<file path="src/rtl/intr_sel_pkg.sv">
package intr_sel_pkg;
    localparam int NUM_SRC   = 7;
    localparam int CODE_W    = 3;
    localparam int VEC_LVL_LIMIT = 6;

    typedef enum logic [CODE_W-1:0] {
        SRC_TLZ   = 3'd0,
        SRC_TIMER = 3'd1,
        SRC_VEC   = 3'd2,
        SRC_CPUQ  = 3'd3,
        SRC_DEVQ  = 3'd4,
        SRC_RERR  = 3'd5,
        SRC_SOFT  = 3'd6
    } src_e;

    typedef struct packed {
        logic [NUM_SRC-1:0] pend;
    } pend_st_t;
endpackage

</file>
<file path="src/rtl/intr_soft_enc.sv">
module intr_soft_enc
    import intr_sel_pkg::*;
#(
    parameter int SOFT_W = 16,
    localparam int LW = $clog2(SOFT_W)
) (
    input  logic [SOFT_W-1:1] bits_i,
    output logic [LW-1:0]     lvl_o,
    output logic              others_o
);
    logic [LW-1:0] lvl_d;
    logic          others_d;

    always_comb begin
        lvl_d = '0;
        for (int i = 1; i < SOFT_W; i++) begin
            if (bits_i[i]) lvl_d = LW'(i);
        end
        others_d = 1'b0;
        for (int i = 1; i < SOFT_W; i++) begin
            if (bits_i[i] && (LW'(i) != lvl_d)) others_d = 1'b1;
        end
    end

    assign lvl_o    = lvl_d;
    assign others_o = others_d;
endmodule

</file>
<file path="src/rtl/intr_arb.sv">
module intr_arb
    import intr_sel_pkg::*;
#(
    parameter int LW  = 4,
    parameter int TLW = 3
) (
    input  logic [NUM_SRC-1:0] pend_i,
    input  logic               hyp_i,
    input  logic               ie_i,
    input  logic               tlz_en_i,
    input  logic [TLW-1:0]     tl_i,
    input  logic               hint_i,
    input  logic [LW-1:0]      lvl_i,
    input  logic [LW-1:0]      pil_i,
    output logic               valid_o,
    output src_e               cause_o,
    output logic [LW-1:0]      level_o
);
    logic soft_low;
    logic timer_ok;

    assign soft_low = (lvl_i < LW'(VEC_LVL_LIMIT));
    assign timer_ok = pend_i[SRC_TIMER] && hint_i;

    always_comb begin
        valid_o = 1'b0;
        cause_o = SRC_TLZ;
        level_o = '0;
        if (hyp_i) begin
            if (ie_i) begin
                if (timer_ok) begin
                    valid_o = 1'b1;
                    cause_o = SRC_TIMER;
                end else if (pend_i[SRC_VEC]) begin
                    valid_o = 1'b1;
                    cause_o = SRC_VEC;
                end
            end
        end else begin
            if (pend_i[SRC_TLZ] && tlz_en_i && (tl_i == '0)) begin
                valid_o = 1'b1;
                cause_o = SRC_TLZ;
            end else if (timer_ok) begin
                valid_o = 1'b1;
                cause_o = SRC_TIMER;
            end else if (ie_i) begin
                if (pend_i[SRC_CPUQ]) begin
                    valid_o = 1'b1;
                    cause_o = SRC_CPUQ;
                end else if (pend_i[SRC_DEVQ]) begin
                    valid_o = 1'b1;
                    cause_o = SRC_DEVQ;
                end else if (pend_i[SRC_SOFT] && soft_low && pend_i[SRC_VEC]) begin
                    valid_o = 1'b1;
                    cause_o = SRC_VEC;
                end else if (pend_i[SRC_SOFT] && (lvl_i > pil_i)) begin
                    valid_o = 1'b1;
                    cause_o = SRC_SOFT;
                    level_o = lvl_i;
                end else if (pend_i[SRC_RERR]) begin
                    valid_o = 1'b1;
                    cause_o = SRC_RERR;
                end
            end
        end
    end
endmodule

</file>
<file path="src/rtl/intr_pend_reg.sv">
module intr_pend_reg
    import intr_sel_pkg::*;
(
    input  logic               clk,
    input  logic               rst_n,
    input  logic               post_i,
    input  logic [CODE_W-1:0]  post_src_i,
    input  logic               take_i,
    input  logic               sel_valid_i,
    input  logic [CODE_W-1:0]  sel_cause_i,
    input  logic               soft_keep_i,
    output logic [NUM_SRC-1:0] pend_o,
    output logic               post_err_o
);
    pend_st_t st_d, st_q;
    logic     bad_code;

    always_comb begin
        st_d     = st_q;
        bad_code = post_i && (post_src_i >= CODE_W'(NUM_SRC));
        if (take_i && sel_valid_i) begin
            for (int i = 0; i < NUM_SRC; i++) begin
                if (sel_cause_i == CODE_W'(i)) begin
                    if (!((i == int'(SRC_SOFT)) && soft_keep_i)) st_d.pend[i] = 1'b0;
                end
            end
        end
        if (post_i && !bad_code) begin
            for (int i = 0; i < NUM_SRC; i++) begin
                if (post_src_i == CODE_W'(i)) st_d.pend[i] = 1'b1;
            end
        end
    end

    always_ff @(posedge clk or negedge rst_n) begin
        if (!rst_n) st_q <= '0;
        else        st_q <= st_d;
    end

    assign pend_o     = st_q.pend;
    assign post_err_o = bad_code;
endmodule

</file>
<file path="src/rtl/intr_select.sv">
module intr_select
    import intr_sel_pkg::*;
#(
    parameter int SOFT_W = 16,
    parameter int TL_W   = 3,
    localparam int LVL_W = $clog2(SOFT_W)
) (
    input  logic              clk,
    input  logic              rst_n,
    input  logic              post_i,
    input  logic [2:0]        post_src_i,
    input  logic              hyp_mode_i,
    input  logic              int_en_i,
    input  logic              tlz_en_i,
    input  logic [TL_W-1:0]   trap_lvl_i,
    input  logic              hint_lsb_i,
    input  logic [SOFT_W-1:1] soft_lvl_i,
    input  logic [LVL_W-1:0]  pil_i,
    input  logic              take_i,
    output logic              any_pend_o,
    output logic              post_err_o,
    output logic              sel_valid_o,
    output logic [2:0]        sel_cause_o,
    output logic [LVL_W-1:0]  sel_level_o
);
    logic [NUM_SRC-1:0] pend_w;
    logic [LVL_W-1:0]   lvl_w;
    logic               others_w;
    logic               valid_w;
    src_e               cause_w;
    logic [LVL_W-1:0]   level_w;

    intr_soft_enc #(.SOFT_W(SOFT_W)) u_enc (
        .bits_i  (soft_lvl_i),
        .lvl_o   (lvl_w),
        .others_o(others_w)
    );

    intr_arb #(.LW(LVL_W), .TLW(TL_W)) u_arb (
        .pend_i  (pend_w),
        .hyp_i   (hyp_mode_i),
        .ie_i    (int_en_i),
        .tlz_en_i(tlz_en_i),
        .tl_i    (trap_lvl_i),
        .hint_i  (hint_lsb_i),
        .lvl_i   (lvl_w),
        .pil_i   (pil_i),
        .valid_o (valid_w),
        .cause_o (cause_w),
        .level_o (level_w)
    );

    intr_pend_reg u_pend (
        .clk        (clk),
        .rst_n      (rst_n),
        .post_i     (post_i),
        .post_src_i (post_src_i),
        .take_i     (take_i),
        .sel_valid_i(valid_w),
        .sel_cause_i(cause_w),
        .soft_keep_i(others_w),
        .pend_o     (pend_w),
        .post_err_o (post_err_o)
    );

    assign any_pend_o  = |pend_w;
    assign sel_valid_o = valid_w;
    assign sel_cause_o = cause_w;
    assign sel_level_o = level_w;
endmodule

</file>
<file path="config.mk">
export PLATFORM = sky130hd
export DESIGN_NAME = intr_select
export DESIGN_NICKNAME = d
export VERILOG_FILES = /design/src/rtl/intr_sel_pkg.sv /design/src/rtl/intr_soft_enc.sv /design/src/rtl/intr_arb.sv /design/src/rtl/intr_pend_reg.sv /design/src/rtl/intr_select.sv
export SDC_FILE = /design/constraint.sdc
export NUM_CORES = 1
export LEC_CHECK = 0
export ABC_AREA = 1
export BUFFER_PORTS_ARGS = -buffer_cell sky130_fd_sc_hd__buf_2
export CAP_MARGIN = 0
export CORE_MARGIN = 5
export CORE_UTILIZATION = 53
export CTS_BUF_LIST = sky130_fd_sc_hd__clkbuf_4 sky130_fd_sc_hd__clkbuf_8 sky130_fd_sc_hd__clkbuf_16
export DETAILED_ROUTE_END_ITERATION = 12
export GPL_ROUTABILITY_DRIVEN = 1
export GPL_TIMING_DRIVEN = 1
export HOLD_SLACK_MARGIN = 0.15
export PLACE_DENSITY = 0.86
export SYNTH_ARGS = -nofsm -noshare
export SYNTH_HDL_FRONTEND = slang
export SYNTH_HIERARCHICAL = 1
export SYNTH_SLANG_ARGS = --single-unit
</file>
<file path="constraint.sdc">
create_clock -name clk -period 3.9 [get_ports clk]
set_input_delay 0 -clock clk [delete_from_list [all_inputs] [get_ports clk]]
set_output_delay 0 -clock clk [all_outputs]
set_load 0.01 [all_outputs]
</file>
# Word level (Yosys, flattened, before mapping)

Index checks and enable logic that the tools add are counted.

Latch bits: 0
Output and inout bits: 10
Bits in writable memories: 0
Memories kept: 0
Register bits: 7
Logic and storage cells: 139
Bits in read-only memories: 0
Input port bits: 33

Bitwise logic cells: 0
Muxes and demuxes: 79
Shift operators: 0
Multipliers: 0
Magnitude comparators: 3
Equal/unequal tests: 27
Div/mod/pow operators: 0
Reductions and logical operators: 29
Add/subtract/negate cells: 0

Operators by type and width:

| cell                 | number |
|---|---|
| $mux W4              | 16 |
| $mux W3              | 15 |
| $mux W1              | 43 |
| $ne A4 B4 Y1 const A | 8 |
| $logic_and A1 B1 Y1  | 24 |
| $eq A3 B3 Y1 const B | 6 |
| $ne A3 B4 Y1 const A | 4 |
| $mux W7              | 2 |
| $eq A3 B2 Y1 const B | 4 |
| $logic_not A3 Y1     | 3 |
| $ne A2 B4 Y1 const A | 2 |
| $reduce_or A7 Y1     | 1 |
| $eq A3 B1 Y1 const B | 2 |
| $mux W2              | 3 |
| $gt A4 B4 Y1         | 1 |
| $lt A4 B3 Y1 const B | 1 |
| $ne A1 B4 Y1 const A | 1 |
| $ge A3 B3 Y1 const B | 1 |
| $logic_not A1 Y1     | 1 |

# Longest topological paths before layout

Depth after elaboration: 37
Depth in mapped cells: 33

# Modules after synthesis

The synthesis kept the hierarchy.

Modules (own cells, without submodules):

| module        | cells each | seq. area each (µm²) | area each (µm²) | times used |
|---|---|---|---|---|
| intr_soft_enc | 82         | 0.0                  | 367.9           | 1 |
| intr_pend_reg | 51         | 175.2                | 364.1           | 1 |
| intr_arb      | 65         | 0.0                  | 339.1           | 1 |
| intr_select   | 12         | 0.0                  | 45.0            | 1 |

# Worst setup path before layout

Ideal clock, no wire load.

Path kind: input to register
Start point: input soft_lvl_i[2] (netlist name)
End point: register u_pend.st_q, in the netlist u_pend/pend_o[6]
Arrival time: 2,198 ps
Required time: 3,783 ps
Path buffers: 0
Stages: 29
Slack: 1,585 ps
Cell sequence: inv_2 nand2_1 nand2_1 nand2_1 nand2_1 nand2_1 nand2_1 nand2_1 nand2_1 nand2_1 nand2_1 nand2_1 nand2_1 nand2_2 nand2_2 inv_1 ha_1 nand2_1 nor2_1 nor2_1 nand2_2 nand2_1 a21oi_1 nor3_1 inv_1 nor2_2 nand2_1 nand2_1 nand2_1

RTL lines:

| what                 | line                | RTL |
|---|---|---|
| start, declared      | intr_select.sv:17   | `input logic [SOFT_W-1:1] soft_lvl_i,` |
| end signal, assigned | intr_pend_reg.sv:37 | `else st_q <= st_d;` |
| end, declared        | intr_pend_reg.sv:15 | `pend_st_t st_d, st_q;` |

==> flow_summary.ini <==
[status]
status = complete, no violations

[die]
core_sq_mm = 0.00198
num_rows = 16
die_area_sq_mm = 0.00312
start_util_pct = 56.3
ios = 43
die_y_um = 55.9
die_w_um = 55.9

[detailed_routing]
drt_iter0_markers = 48
totalWireLength_um = 2860
vias = 1409
firstDrtPassIters = 4
drc_errors = 0
routedWlPerCell_um = 9.78
via_per_inst = 4.83
antenna_left = 0

[cells_and_area]
layout_commonest_cell = nand2_1
diodes = 0
drive_gt1_share_pct = 26.4
largest_reg_flops = 7
fin_nets = 303
n_fill_cell = 193
instances_no_fill = 292
area_growth_pct = 33.1
final_cell_mix = nand2_1 (68), buf_2 (42), inv_1 (39)

[clocking]
clkSinkCount = 7
root_buffer = clkbuf_4
insertion_delay_ns = 0.24
numCtsBuffers = 3
cts-htree-levels = 1
cts_tree = built
cts_max_path_buffers = 2
post_cts_buffers = 0
ctsResizeCount = 0
clkTransAtPathRegs_ns = 0.05

[timing]
fin_skew_ns = 0.00566
fin_setup_tns_ns = 0
timing.final.crit_period_ns = 2.36
slew_headroom_pct = 75.9
fmaxAchievable_mhz = 423
maxSlewViolCount = 0
worstMarginPinSlew_ns = 0.359
hold_violations = 0
setup_viol = 0
rsz0062_at_grt = false
post-route-period-util_pct = 60.6

[placement]
globalplace.congestion = 0.836
dpl.hpwl_um = 2310
place_inst = 278
portBuffers = 42

[pwr]
power.leakage_nw = 0.861
ir_drop_v = 0.000260
power_mw = 0.378
power_density_mw_per_mm2 = 255

[worst_setup_path]
cp_max_fo = 7
critPathCapture = u_pend/pend_o[2]$_DFF_PN0_
cp.arrival_ns = 2.48
r2r_start = u_pend/pend_o[6]$_DFF_PN0_
worstSetupEndpointType = flip-flop
worstSetupStartpointType = input port
r2r_slack_ns = 2.17
critPathLaunch = soft_lvl_i[2]
cp.required_ns = 4.02
crit_type = in -> reg
r2r_end = u_pend/pend_o[2]$_DFF_PN0_
r2r_cells = 9

[synth]
yosys_warnings = 6
syn_inst = 210
ys_ff_latch = 7
seq_area_frac_synth_pct = 15.7
synth_fp_nets = 247
avgSynthCellArea_sq_um = 5.31
synth.distinct_cells = 21
synth_area_sq_mm = 0.00112

[grt]
grt_pass1_wl_um = 5000
grt_pass1_vias = 1272
grt_overflow = 0
grt_max_degree = 12
grt_usage_pct = 18.7
antenna_found_initial = 0

[job]
max_cap_viol_count = 0

[min_path]
holdCritPathClass = in -> reg
-- area by class of cell --
type | count | area [sq um] | share of cell area, %
timing repair buffer | 52 | 310 | 20.9
clock buffer | 4 | 30.0 | 2.02
sequential | 7 | 175 | 11.8
inverter | 47 | 176 | 11.9
multi-input combinational | 155 | 759 | 51.1
tap | 27 | 33.8 | 2.27
-- through the flow --
step	setup slack [ns]	hold slack, ns	area (sq um)	utilization [%]
2_1_floorplan	1.59	-0.296	1120	-
3_3_place_gp	1.37	-0.166	1360	68.4
3_5_place_dp	1.32	-0.165	1360	68.4
4_1_cts	1.57	0.234	1490	74.9
5_1_grt	1.27	0.304	1490	74.9
6_report	1.54	0.245	1490	74.9
-- cells in the mapped netlist --
library cell	instances	share of area [%]
nand3_2	2	1.8
o21bai_1	1	0.67
nor2_4	1	1.0
nand2_1	68	23
buf_2	1	0.45
nor3_2	1	0.90
inv_2	8	2.7
nor2_1	19	6.4
nand4_1	14	7.8
nor2_2	4	2.2
o21ai_0	3	1.3
inv_1	39	13
o21ai_1	3	1.3
nand3_1	10	4.5
dfrtp_1	7	16
o22ai_1	1	0.56
a21oi_2	2	1.6
ha_1	4	4.5
nand2_2	6	3.4
a21oi_1	10	4.5
nor3_1	6	2.7
-- worst min path at each step --
stage                       start                         end  slack, ns  cells after the start
CTS                 soft_lvl_i[3]  u_pend/pend_o[6]$_DFF_PN0_       0.23                      9
global placement            rst_n  u_pend/pend_o[0]$_DFF_PN0_      -0.17                      1
floorplan                   rst_n  u_pend/pend_o[0]$_DFF_PN0_      -0.30                      0
detailed placement          rst_n  u_pend/pend_o[1]$_DFF_PN0_      -0.16                      1
global route        soft_lvl_i[3]  u_pend/pend_o[6]$_DFF_PN0_       0.30                      9
finish              soft_lvl_i[3]  u_pend/pend_o[6]$_DFF_PN0_       0.25                      9
-- cell families (layout without fill, tap and decap cells) --
logic type,Yosys count,count (layout),share of synthesized area [%]
AND/OR/NAND/NOR,131,131,53.6
buffers and inverters,48,103,16.3
adder cells (fa/ha/maj),4,4,4.48
AO/OA/AOI/OAI,20,20,9.98
flip-flops,7,7,15.7
-- what timing repair did --
action | CTS | global route
hold buffers | 10 | 0
endpoints found under the setup margin | 0 | 0
endpoints found under the hold margin | 14 | 0
-- power by group --
group | total [mW] | internal (mW) | switching (mW)
Clock | 0.0696 | 0.0458 | 0.0238
Combinational | 0.184 | 0.0697 | 0.114
Sequential | 0.124 | 0.0960 | 0.0284
-- critical path: stages --
cell     delay, ns
buf_2         0.11
inv_2         0.05
nand2_1       0.04
nand2_1       0.06
nand2_1       0.05
nand2_1       0.05
nand2_1       0.04
nand2_1       0.05
nand2_1       0.04
nand2_1       0.05
nand2_1       0.04
nand2_1       0.05
nand2_1       0.05
nand2_1       0.08
nand2_2       0.08
nand2_2       0.11
inv_1         0.05
ha_1          0.26
nand2_1       0.06
nor2_1        0.04
nor2_1        0.10
nand2_2       0.12
nand2_1       0.12
a21oi_1       0.07
o21ai_1       0.31
nand2_1       0.12
o21ai_0       0.21
nand2_1       0.07
-- per-layer routing --
metal	vias up	routed length, um	global-route usage [%]
li1	767	-	-
met1	603	1330	23.9
met2	37	1360	32.8
met3	2	165	2.78
met4	0	10	4.41
met5	-	0	0
Power figures use the tool's default switching activity.
